$ cat config.mk
export PLATFORM = sky130hd
export DESIGN_NAME = data_stack_lit
export DESIGN_NICKNAME = d
export VERILOG_FILES = /design/src/rtl/ds_pkg.sv /design/src/rtl/ds_op_arbiter.sv /design/src/rtl/ds_top_path.sv /design/src/rtl/ds_level_array.sv /design/src/rtl/ds_occupancy.sv /design/src/rtl/data_stack_lit.sv
export SDC_FILE = /design/constraint.sdc
export NUM_CORES = 1
export LEC_CHECK = 0
export BUFFER_PORTS_ARGS = -buffer_cell sky130_fd_sc_hd__buf_2
export CAP_MARGIN = 20
export CORE_MARGIN = 2
export CORE_UTILIZATION = 50
export CTS_CLUSTER_SIZE = 8
export DETAILED_ROUTE_END_ITERATION = 6
export HOLD_SLACK_MARGIN = 0.05
export PLACE_DENSITY = 0.72
export SLEW_MARGIN = 20
export SYNTH_ARGS = -nofsm -noshare
export SYNTH_HDL_FRONTEND = slang
export SYNTH_SLANG_ARGS = --single-unit
$ cat constraint.sdc
create_clock -name clk -period 3.1 [get_ports clk]
set_input_delay 0.62 -clock clk [delete_from_list [all_inputs] [get_ports clk]]
set_output_delay 0.62 -clock clk [all_outputs]
set_load 0.005 [all_outputs]
$ cat src/rtl/ds_pkg.sv
package ds_pkg;

   typedef enum logic [2:0] {
      DS_IDLE      = 3'd0,
      DS_PUSH      = 3'd1,
      DS_LOAD      = 3'd2,
      DS_POP       = 3'd3,
      DS_DPOP      = 3'd4,
      DS_SWAP      = 3'd5,
      DS_LIT_START = 3'd6,
      DS_LIT       = 3'd7
   } ds_op_e;

   localparam logic [1:0] SRC_NOS = 2'b00;
   localparam logic [1:0] SRC_ALU = 2'b01;
   localparam logic [1:0] SRC_LIT = 2'b10;
   localparam logic [1:0] SRC_RS  = 2'b11;

   function automatic logic op_pushes(input ds_op_e op);
      return (op == DS_PUSH) || (op == DS_LIT_START);
   endfunction

endpackage

$ cat src/rtl/ds_op_arbiter.sv
module ds_op_arbiter
   import ds_pkg::*;
(
   input  logic   s_push,
   input  logic   s_load,
   input  logic   s_pop,
   input  logic   s_dpop,
   input  logic   s_swap,
   input  logic   s_lit_start,
   input  logic   s_lit,
   input  logic   lit_mode,
   output ds_op_e op
);

   always_comb begin
      if (s_dpop)                 op = DS_DPOP;
      else if (s_pop)             op = DS_POP;
      else if (s_push)            op = DS_PUSH;
      else if (s_lit_start)       op = DS_LIT_START;
      else if (s_swap)            op = DS_SWAP;
      else if (s_load)            op = DS_LOAD;
      else if (s_lit && lit_mode) op = DS_LIT;
      else                        op = DS_IDLE;
   end

endmodule

$ cat src/rtl/ds_top_path.sv
module ds_top_path
   import ds_pkg::*;
#(
   parameter int CELL_W = 16,
   parameter int NIB_W  = 4,
   localparam int TOP_W = 2 * CELL_W
)(
   input  ds_op_e            op,
   input  logic [1:0]        top_sel,
   input  logic              lit_neg,
   input  logic [NIB_W-1:0]  lit_nibble,
   input  logic [TOP_W-1:0]  alu_result,
   input  logic [CELL_W-1:0] rstack_top,
   input  logic [TOP_W-1:0]  tos_q,
   input  logic [CELL_W-1:0] lvl0,
   input  logic [CELL_W-1:0] lvl1,
   output logic [TOP_W-1:0]  tos_d,
   output logic              tos_en
);

   localparam int PAD_W = TOP_W - CELL_W;

   logic [TOP_W-1:0] shifted;
   logic [TOP_W-1:0] src_mux;

   always_comb begin
      shifted = (tos_q << NIB_W);
      shifted[NIB_W-1:0] = lit_nibble;
   end

   always_comb begin
      unique case (top_sel)
         SRC_NOS: src_mux = {{PAD_W{1'b0}}, lvl0};
         SRC_ALU: src_mux = alu_result;
         SRC_LIT: src_mux = shifted;
         default: src_mux = {{PAD_W{1'b0}}, rstack_top};
      endcase
   end

   always_comb begin
      tos_en = 1'b1;
      tos_d  = tos_q;
      unique case (op)
         DS_PUSH, DS_LOAD: tos_d = src_mux;
         DS_POP:           tos_d = {{PAD_W{1'b0}}, lvl0};
         DS_DPOP:          tos_d = {{PAD_W{1'b0}}, lvl1};
         DS_SWAP:          tos_d = {{PAD_W{1'b0}}, lvl0};
         DS_LIT_START:     tos_d = {TOP_W{lit_neg}};
         DS_LIT:           tos_d = shifted;
         default:          tos_en = 1'b0;
      endcase
   end

endmodule

$ cat src/rtl/ds_level_array.sv
module ds_level_array
   import ds_pkg::*;
#(
   parameter int CELL_W = 16,
   parameter int DEPTH  = 8
)(
   input  logic                         clk,
   input  logic                         rst_n,
   input  ds_op_e                       op,
   input  logic [CELL_W-1:0]            top_lo,
   output logic [DEPTH-1:0][CELL_W-1:0] lvl
);

   logic [DEPTH-1:0][CELL_W-1:0] lvl_q;

   for (genvar i = 0; i < DEPTH; i++) begin : g_lvl
      localparam int ABOVE = (i == 0) ? 0 : i - 1;
      localparam int BELOW = (i == DEPTH - 1) ? 0 : i + 1;
      localparam int BELOW2 = (i + 2 < DEPTH) ? i + 2 : 0;

      logic [CELL_W-1:0] from_above;
      logic [CELL_W-1:0] from_below;
      logic [CELL_W-1:0] from_below2;
      logic [CELL_W-1:0] nxt;
      logic              en;

      if (i == 0) begin : g_first
         assign from_above = top_lo;
      end else begin : g_inner_a
         assign from_above = lvl_q[ABOVE];
      end

      if (i == DEPTH - 1) begin : g_last
         assign from_below  = top_lo;
         assign from_below2 = lvl_q[0];
      end else if (i == DEPTH - 2) begin : g_second_last
         assign from_below  = lvl_q[BELOW];
         assign from_below2 = top_lo;
      end else begin : g_inner_b
         assign from_below  = lvl_q[BELOW];
         assign from_below2 = lvl_q[BELOW2];
      end

      always_comb begin
         en  = 1'b1;
         nxt = lvl_q[i];
         unique case (op)
            DS_PUSH, DS_LIT_START: nxt = from_above;
            DS_POP:                nxt = from_below;
            DS_DPOP:               nxt = from_below2;
            DS_SWAP: begin
               en  = (i == 0);
               nxt = top_lo;
            end
            default: en = 1'b0;
         endcase
      end

      always_ff @(posedge clk or negedge rst_n) begin
         if (!rst_n)  lvl_q[i] <= '0;
         else if (en) lvl_q[i] <= nxt;
      end
   end

   assign lvl = lvl_q;

endmodule

$ cat src/rtl/ds_occupancy.sv
module ds_occupancy
   import ds_pkg::*;
#(
   parameter int DEPTH = 8,
   localparam int SLOTS = DEPTH + 1,
   localparam int CNT_W = $clog2(SLOTS + 1)
)(
   input  logic             clk,
   input  logic             rst_n,
   input  ds_op_e           op,
   output logic [CNT_W-1:0] count,
   output logic             ovf,
   output logic             udf
);

   localparam logic [CNT_W-1:0] FULL = CNT_W'(SLOTS);
   localparam logic [CNT_W-1:0] ONE  = CNT_W'(1);
   localparam logic [CNT_W-1:0] TWO  = CNT_W'(2);

   logic [CNT_W-1:0] cnt_q;
   logic [CNT_W-1:0] cnt_d;
   logic             ovf_d;
   logic             udf_d;

   always_comb begin
      cnt_d = cnt_q;
      ovf_d = 1'b0;
      udf_d = 1'b0;
      if (op_pushes(op)) begin
         if (cnt_q == FULL) ovf_d = 1'b1;
         else               cnt_d = cnt_q + ONE;
      end else if (op == DS_POP) begin
         if (cnt_q == '0) udf_d = 1'b1;
         else             cnt_d = cnt_q - ONE;
      end else if (op == DS_DPOP) begin
         if (cnt_q < TWO) begin
            udf_d = 1'b1;
            cnt_d = '0;
         end else begin
            cnt_d = cnt_q - TWO;
         end
      end else if (op == DS_LOAD) begin
         if (cnt_q == '0) cnt_d = ONE;
      end
   end

   always_ff @(posedge clk or negedge rst_n) begin
      if (!rst_n) begin
         cnt_q <= '0;
         ovf   <= 1'b0;
         udf   <= 1'b0;
      end else begin
         cnt_q <= cnt_d;
         ovf   <= ovf_d;
         udf   <= udf_d;
      end
   end

   assign count = cnt_q;

endmodule

$ cat src/rtl/data_stack_lit.sv
module data_stack_lit
   import ds_pkg::*;
#(
   parameter int CELL_W = 16,
   parameter int DEPTH  = 8,
   parameter int NIB_W  = 4,
   localparam int TOP_W = 2 * CELL_W
)(
   input  logic              clk,
   input  logic              rst_n,
   input  logic              op_push,
   input  logic              op_load,
   input  logic              op_pop,
   input  logic              op_dpop,
   input  logic              op_swap,
   input  logic              op_lit_start,
   input  logic              op_lit,
   input  logic [1:0]        top_sel,
   input  logic              lit_neg,
   input  logic [NIB_W-1:0]  lit_nibble,
   input  logic [TOP_W-1:0]  alu_result,
   input  logic [CELL_W-1:0] rstack_top,
   output logic [TOP_W-1:0]  tos,
   output logic [CELL_W-1:0] nos,
   output logic              overflow,
   output logic              underflow
);

   localparam int CNT_W = $clog2(DEPTH + 2);

   if (DEPTH < 2) begin : g_bad_depth
      $error("data_stack_lit: DEPTH must be at least 2");
   end
   if (NIB_W < 1 || NIB_W >= TOP_W) begin : g_bad_nib
      $error("data_stack_lit: NIB_W must lie in 1..TOP_W-1");
   end

   ds_op_e                       op;
   logic                         lit_mode_q;
   logic [TOP_W-1:0]             tos_q;
   logic [TOP_W-1:0]             tos_d;
   logic                         tos_en;
   logic [DEPTH-1:0][CELL_W-1:0] lvl;
   logic [CNT_W-1:0]             count;

   ds_op_arbiter u_arb (
      .s_push      (op_push),
      .s_load      (op_load),
      .s_pop       (op_pop),
      .s_dpop      (op_dpop),
      .s_swap      (op_swap),
      .s_lit_start (op_lit_start),
      .s_lit       (op_lit),
      .lit_mode    (lit_mode_q),
      .op          (op)
   );

   ds_top_path #(.CELL_W(CELL_W), .NIB_W(NIB_W)) u_top (
      .op         (op),
      .top_sel    (top_sel),
      .lit_neg    (lit_neg),
      .lit_nibble (lit_nibble),
      .alu_result (alu_result),
      .rstack_top (rstack_top),
      .tos_q      (tos_q),
      .lvl0       (lvl[0]),
      .lvl1       (lvl[1]),
      .tos_d      (tos_d),
      .tos_en     (tos_en)
   );

   ds_level_array #(.CELL_W(CELL_W), .DEPTH(DEPTH)) u_lvl (
      .clk    (clk),
      .rst_n  (rst_n),
      .op     (op),
      .top_lo (tos_q[CELL_W-1:0]),
      .lvl    (lvl)
   );

   ds_occupancy #(.DEPTH(DEPTH)) u_occ (
      .clk   (clk),
      .rst_n (rst_n),
      .op    (op),
      .count (count),
      .ovf   (overflow),
      .udf   (underflow)
   );

   always_ff @(posedge clk or negedge rst_n) begin
      if (!rst_n)      tos_q <= '0;
      else if (tos_en) tos_q <= tos_d;
   end

   always_ff @(posedge clk or negedge rst_n) begin
      if (!rst_n)                     lit_mode_q <= 1'b0;
      else if (op == DS_LIT_START)    lit_mode_q <= 1'b1;
      else if (op != DS_IDLE && op != DS_LIT) lit_mode_q <= 1'b0;
   end

   assign tos = tos_q;
   assign nos = lvl[0];

   logic unused_count;
   assign unused_count = ^count;

endmodule

==> results.toml <==
[timing]
slew_violations = 0
rsz0062_at_grt = "no"
final_report_hold_violation_count = 0
finalClockSkew_ps = 8.62
final_setup_violation_count = 0
min_cycle_time_layout_ps = 2470
setup_tns_ps = 0
layout_worst_path_cycle_share_pct = 79.6
fmax_mhz = 405
slew_headroom_pct = 31.3
worstMarginPinSlew_ps = 1030

[placement]
io_buffers = 113
place.detailed.hpwl_um = 19100
routabilityCongestion = 0.914
dpl-instance-area_um2 = 11100
place.detailed.instances = 1499

[global_route]
globalRouteTotalUtil_pct = 28.9
antenna_found_initial = 0
grt_overflow = 0
grt_start_max_net_pins = 153
first_global_vias = 9212
grt_first_pass_wirelength_um = 51000

[synth]
synthMostInstantiatedCell = "sky130_fd_sc_hd__a21oi_1"
synthCells = 1218
synthesis.nets = 1290
synth_cell_type_count = 60
synth_edf_count = 0
post-synth-top-area-fraction_pct = 40.2
synth.ff_latch_count = 167
ys_seq_area_share_pct = 40.2
synth_top_flop_cell = "sky130_fd_sc_hd__dfrtp_1"
synth_area_per_cell_um2 = 8.53
synthTopCellsByCount = "211 x sky130_fd_sc_hd__a21oi_1, 167 x sky130_fd_sc_hd__dfrtp_1, 133 x sky130_fd_sc_hd__nand2_1, 109 x sky130_fd_sc_hd__o22ai_1, 96 x sky130_fd_sc_hd__nor2_1"
ys_warnings = 0
async_reset_ff_share_pct = 100
post-synth-top-area-cell = "sky130_fd_sc_hd__dfrtp_1"
synth_top_cells_by_area = "sky130_fd_sc_hd__dfrtp_1 40%, sky130_fd_sc_hd__a21oi_1 10%, sky130_fd_sc_hd__o22ai_1 6.6%, sky130_fd_sc_hd__nand2_1 4.8%, sky130_fd_sc_hd__a22o_1 4.0%"
synth_area_um2 = 10400

[clocking]
cts_made_buffers = 17
cts_sinks = 167
path_clk_slew_ps = 70
max-clock-path-buffers = 2
post-cts-setup-buffer-count = 0
postCtsResizedCells = 0
insertion_delay_ps = 430
ctsHtreeMaxLevel = 4
cts_tree = "yes"
cts-root-buf = "sky130_fd_sc_hd__clkbuf_16"
cts_hold_repair.buffers = 0

[worst_setup_path]
cp_slowest_stage_delay_ps = 520
timing.critical_path.arrival_ps = 2770
dominant_cell_type_by_count_on_the_critical_path = "sky130_fd_sc_hd__a21oi_1"
r2r_setup_slk_ps = 630
end_kind = "flop"
cp_slowest_cell = "sky130_fd_sc_hd__or3_2"
timing.rr.start = "lit_mode_q"
cp.required_ps = 3400
worstReg2RegEnd = "u_lvl.g_lvl[0].from_below[8]"
worst-r2r-cell-count = 8
critPathKind = "reg -> reg"
path_cells = "nand3b_1 -> nand2_1 -> a21oi_1 -> ha_2 -> or3_2 -> buf_12 -> o22ai_1 -> a21oi_1"
crit_path_start_kind = "flop"
crit_path_max_fanout = 93

[final_layout]
drive_gt1_share_pct = 16.8
final_nets = 1320
number_of_inserted_diodes = 0
syn2layout_area_growth_pct = 12.0
final-instance-count-excl-fill = 1531
finalCoreUtilization_pct = 57.3
finalInstanceArea_um2 = 11600

[run]
cap_violations = 0

[run_status]
outcome = "finished, final reports clean"

[drt]
drc_errors = 0
detail_route.vias_per_cell = 6.55
detail_route.iter0.violations = 1091
drtAntennaViolNets = 0
drt_first_pass_iters = 5
detailroute.via_count = 10000
drt-total-wl_um = 31400
avgRoutedWirePerCell_um = 20.5

[die]
design.core.area_um2 = 20300
io_pins = 114
fp.dieArea_um2 = 22000
die_h_um = 148
initial_utilization_pct = 51.2
die_width_um = 148
site_row_count = 52

[power]
total_switching_power_mw = 3.01
max-vdd-ir-drop_mv = 0.306
p_comb_share_pct = 28.9
cell_internal_pwr_mw = 5.07
power.share.switching_pct = 37.3
power.density_cell_area_nw_per_um2 = 695
power.static_leakage_nw = 5.02
fin_total_pwr_mw = 8.09
power.clock.fraction_pct = 26.2
pwr-share-seq_pct = 45.0

[hold_path]
worst_hold_path_type = "in -> async"
area by class of cell:
| class | count | area, um^2 |
|---|---|---|
| clock inverters | 12 | 119 |
| repair buffers | 144 | 913 |
| multi-input cells | 874 | 5460 |
| well taps | 270 | 338 |
| inverters | 44 | 166 |
| clock buffers | 20 | 457 |
| flip-flops and latches | 167 | 4180 |
| fillers | 1823 | 8660 |
how the worst max path moves through the flow:
stage,start,end,slack (ps),cells past startpoint
2_1_floorplan,op_dpop,u_lvl.g_lvl[4].from_below2[0],30,12
3_3_place_gp,op_load,u_lvl.g_lvl[0].from_below2[8],330,9
3_5_place_dp,op_load,u_lvl.g_lvl[2].from_below2[0],270,9
4_1_cts,lit_mode_q,u_lvl.g_lvl[2].from_below2[0],670,8
5_1_grt,lit_mode_q,u_lvl.g_lvl[0].from_below2[8],480,8
6_report,lit_mode_q,u_lvl.g_lvl[0].from_below[8],630,8
worst max-delay path, delay by kind of cell, from the launching register on:
family / cells / cell delay, ps
simple gates: 3 / 820
compound gates: 3 / 440
flops: 1 / 430
fa+ha+maj: 1 / 320
buf+inv: 1 / 250
registers in the layout (all words and copies together) (netlist names):
name	cells
u_lvl.g_lvl.from_below2	96
tos	32
u_lvl.g_lvl.from_below	16
u_lvl.g_lvl.from_above	16
u_occ.count	4
lit_mode_q	1
u_occ.ovf	1
u_occ.udf	1
cells by family (layout without fill, tap and decap cells):
group           count (synthesis)  in the layout  share of synthesized area, %
compound gates                530            530                          33.2
simple gates                  302            302                          12.8
buf+inv                       177            220                          7.54
flops                         167            167                          40.2
mux                            34             34                          5.30
fa+ha+maj                       8              8                         0.963
placed cells by master (no fill, tap or decap), drive strengths merged, types with 20 or more instances in the layout:
cell type,instances
o22ai,109
clkbuf,20
buf,144
a22o,48
a21oi,212
o211ai,31
nand3,21
nand2,133
dfrtp,167
inv,47
nor2,97
metrics by stage:
| step | hold slack [ps] | setup slack (ps) |
|---|---|---|
| 6_report | 128 | 632 |
| 5_1_grt | 159 | 480 |
| 4_1_cts | 148 | 674 |
| 3_5_place_dp | 522 | 273 |
| 3_3_place_gp | 522 | 326 |
| 2_1_floorplan | 324 | 27.9 |
layer usage:
layer / share of wire (%) / vias up / track usage (%)
li1: - / 4589 / -
met1: 42 / 4853 / 40.9
met2: 45 / 505 / 43.4
met3: 9.9 / 82 / 6.90
met4: 3.0 / 0 / 10.8
met5: 0 / - / 0
power groups by stage:
| stage | Sequential [mW] | Clock [mW] | Combinational [mW] |
|---|---|---|---|
| floorplan | 3.35 | 0 | 1.81 |
| global placement | 3.63 | 0 | 2.25 |
| detailed placement | 3.63 | 0 | 2.30 |
| CTS | 3.60 | 2.13 | 2.32 |
| global route | 3.72 | 2.24 | 2.60 |
| finish | 3.64 | 2.12 | 2.33 |
Power figures use the tool's default switching activity.
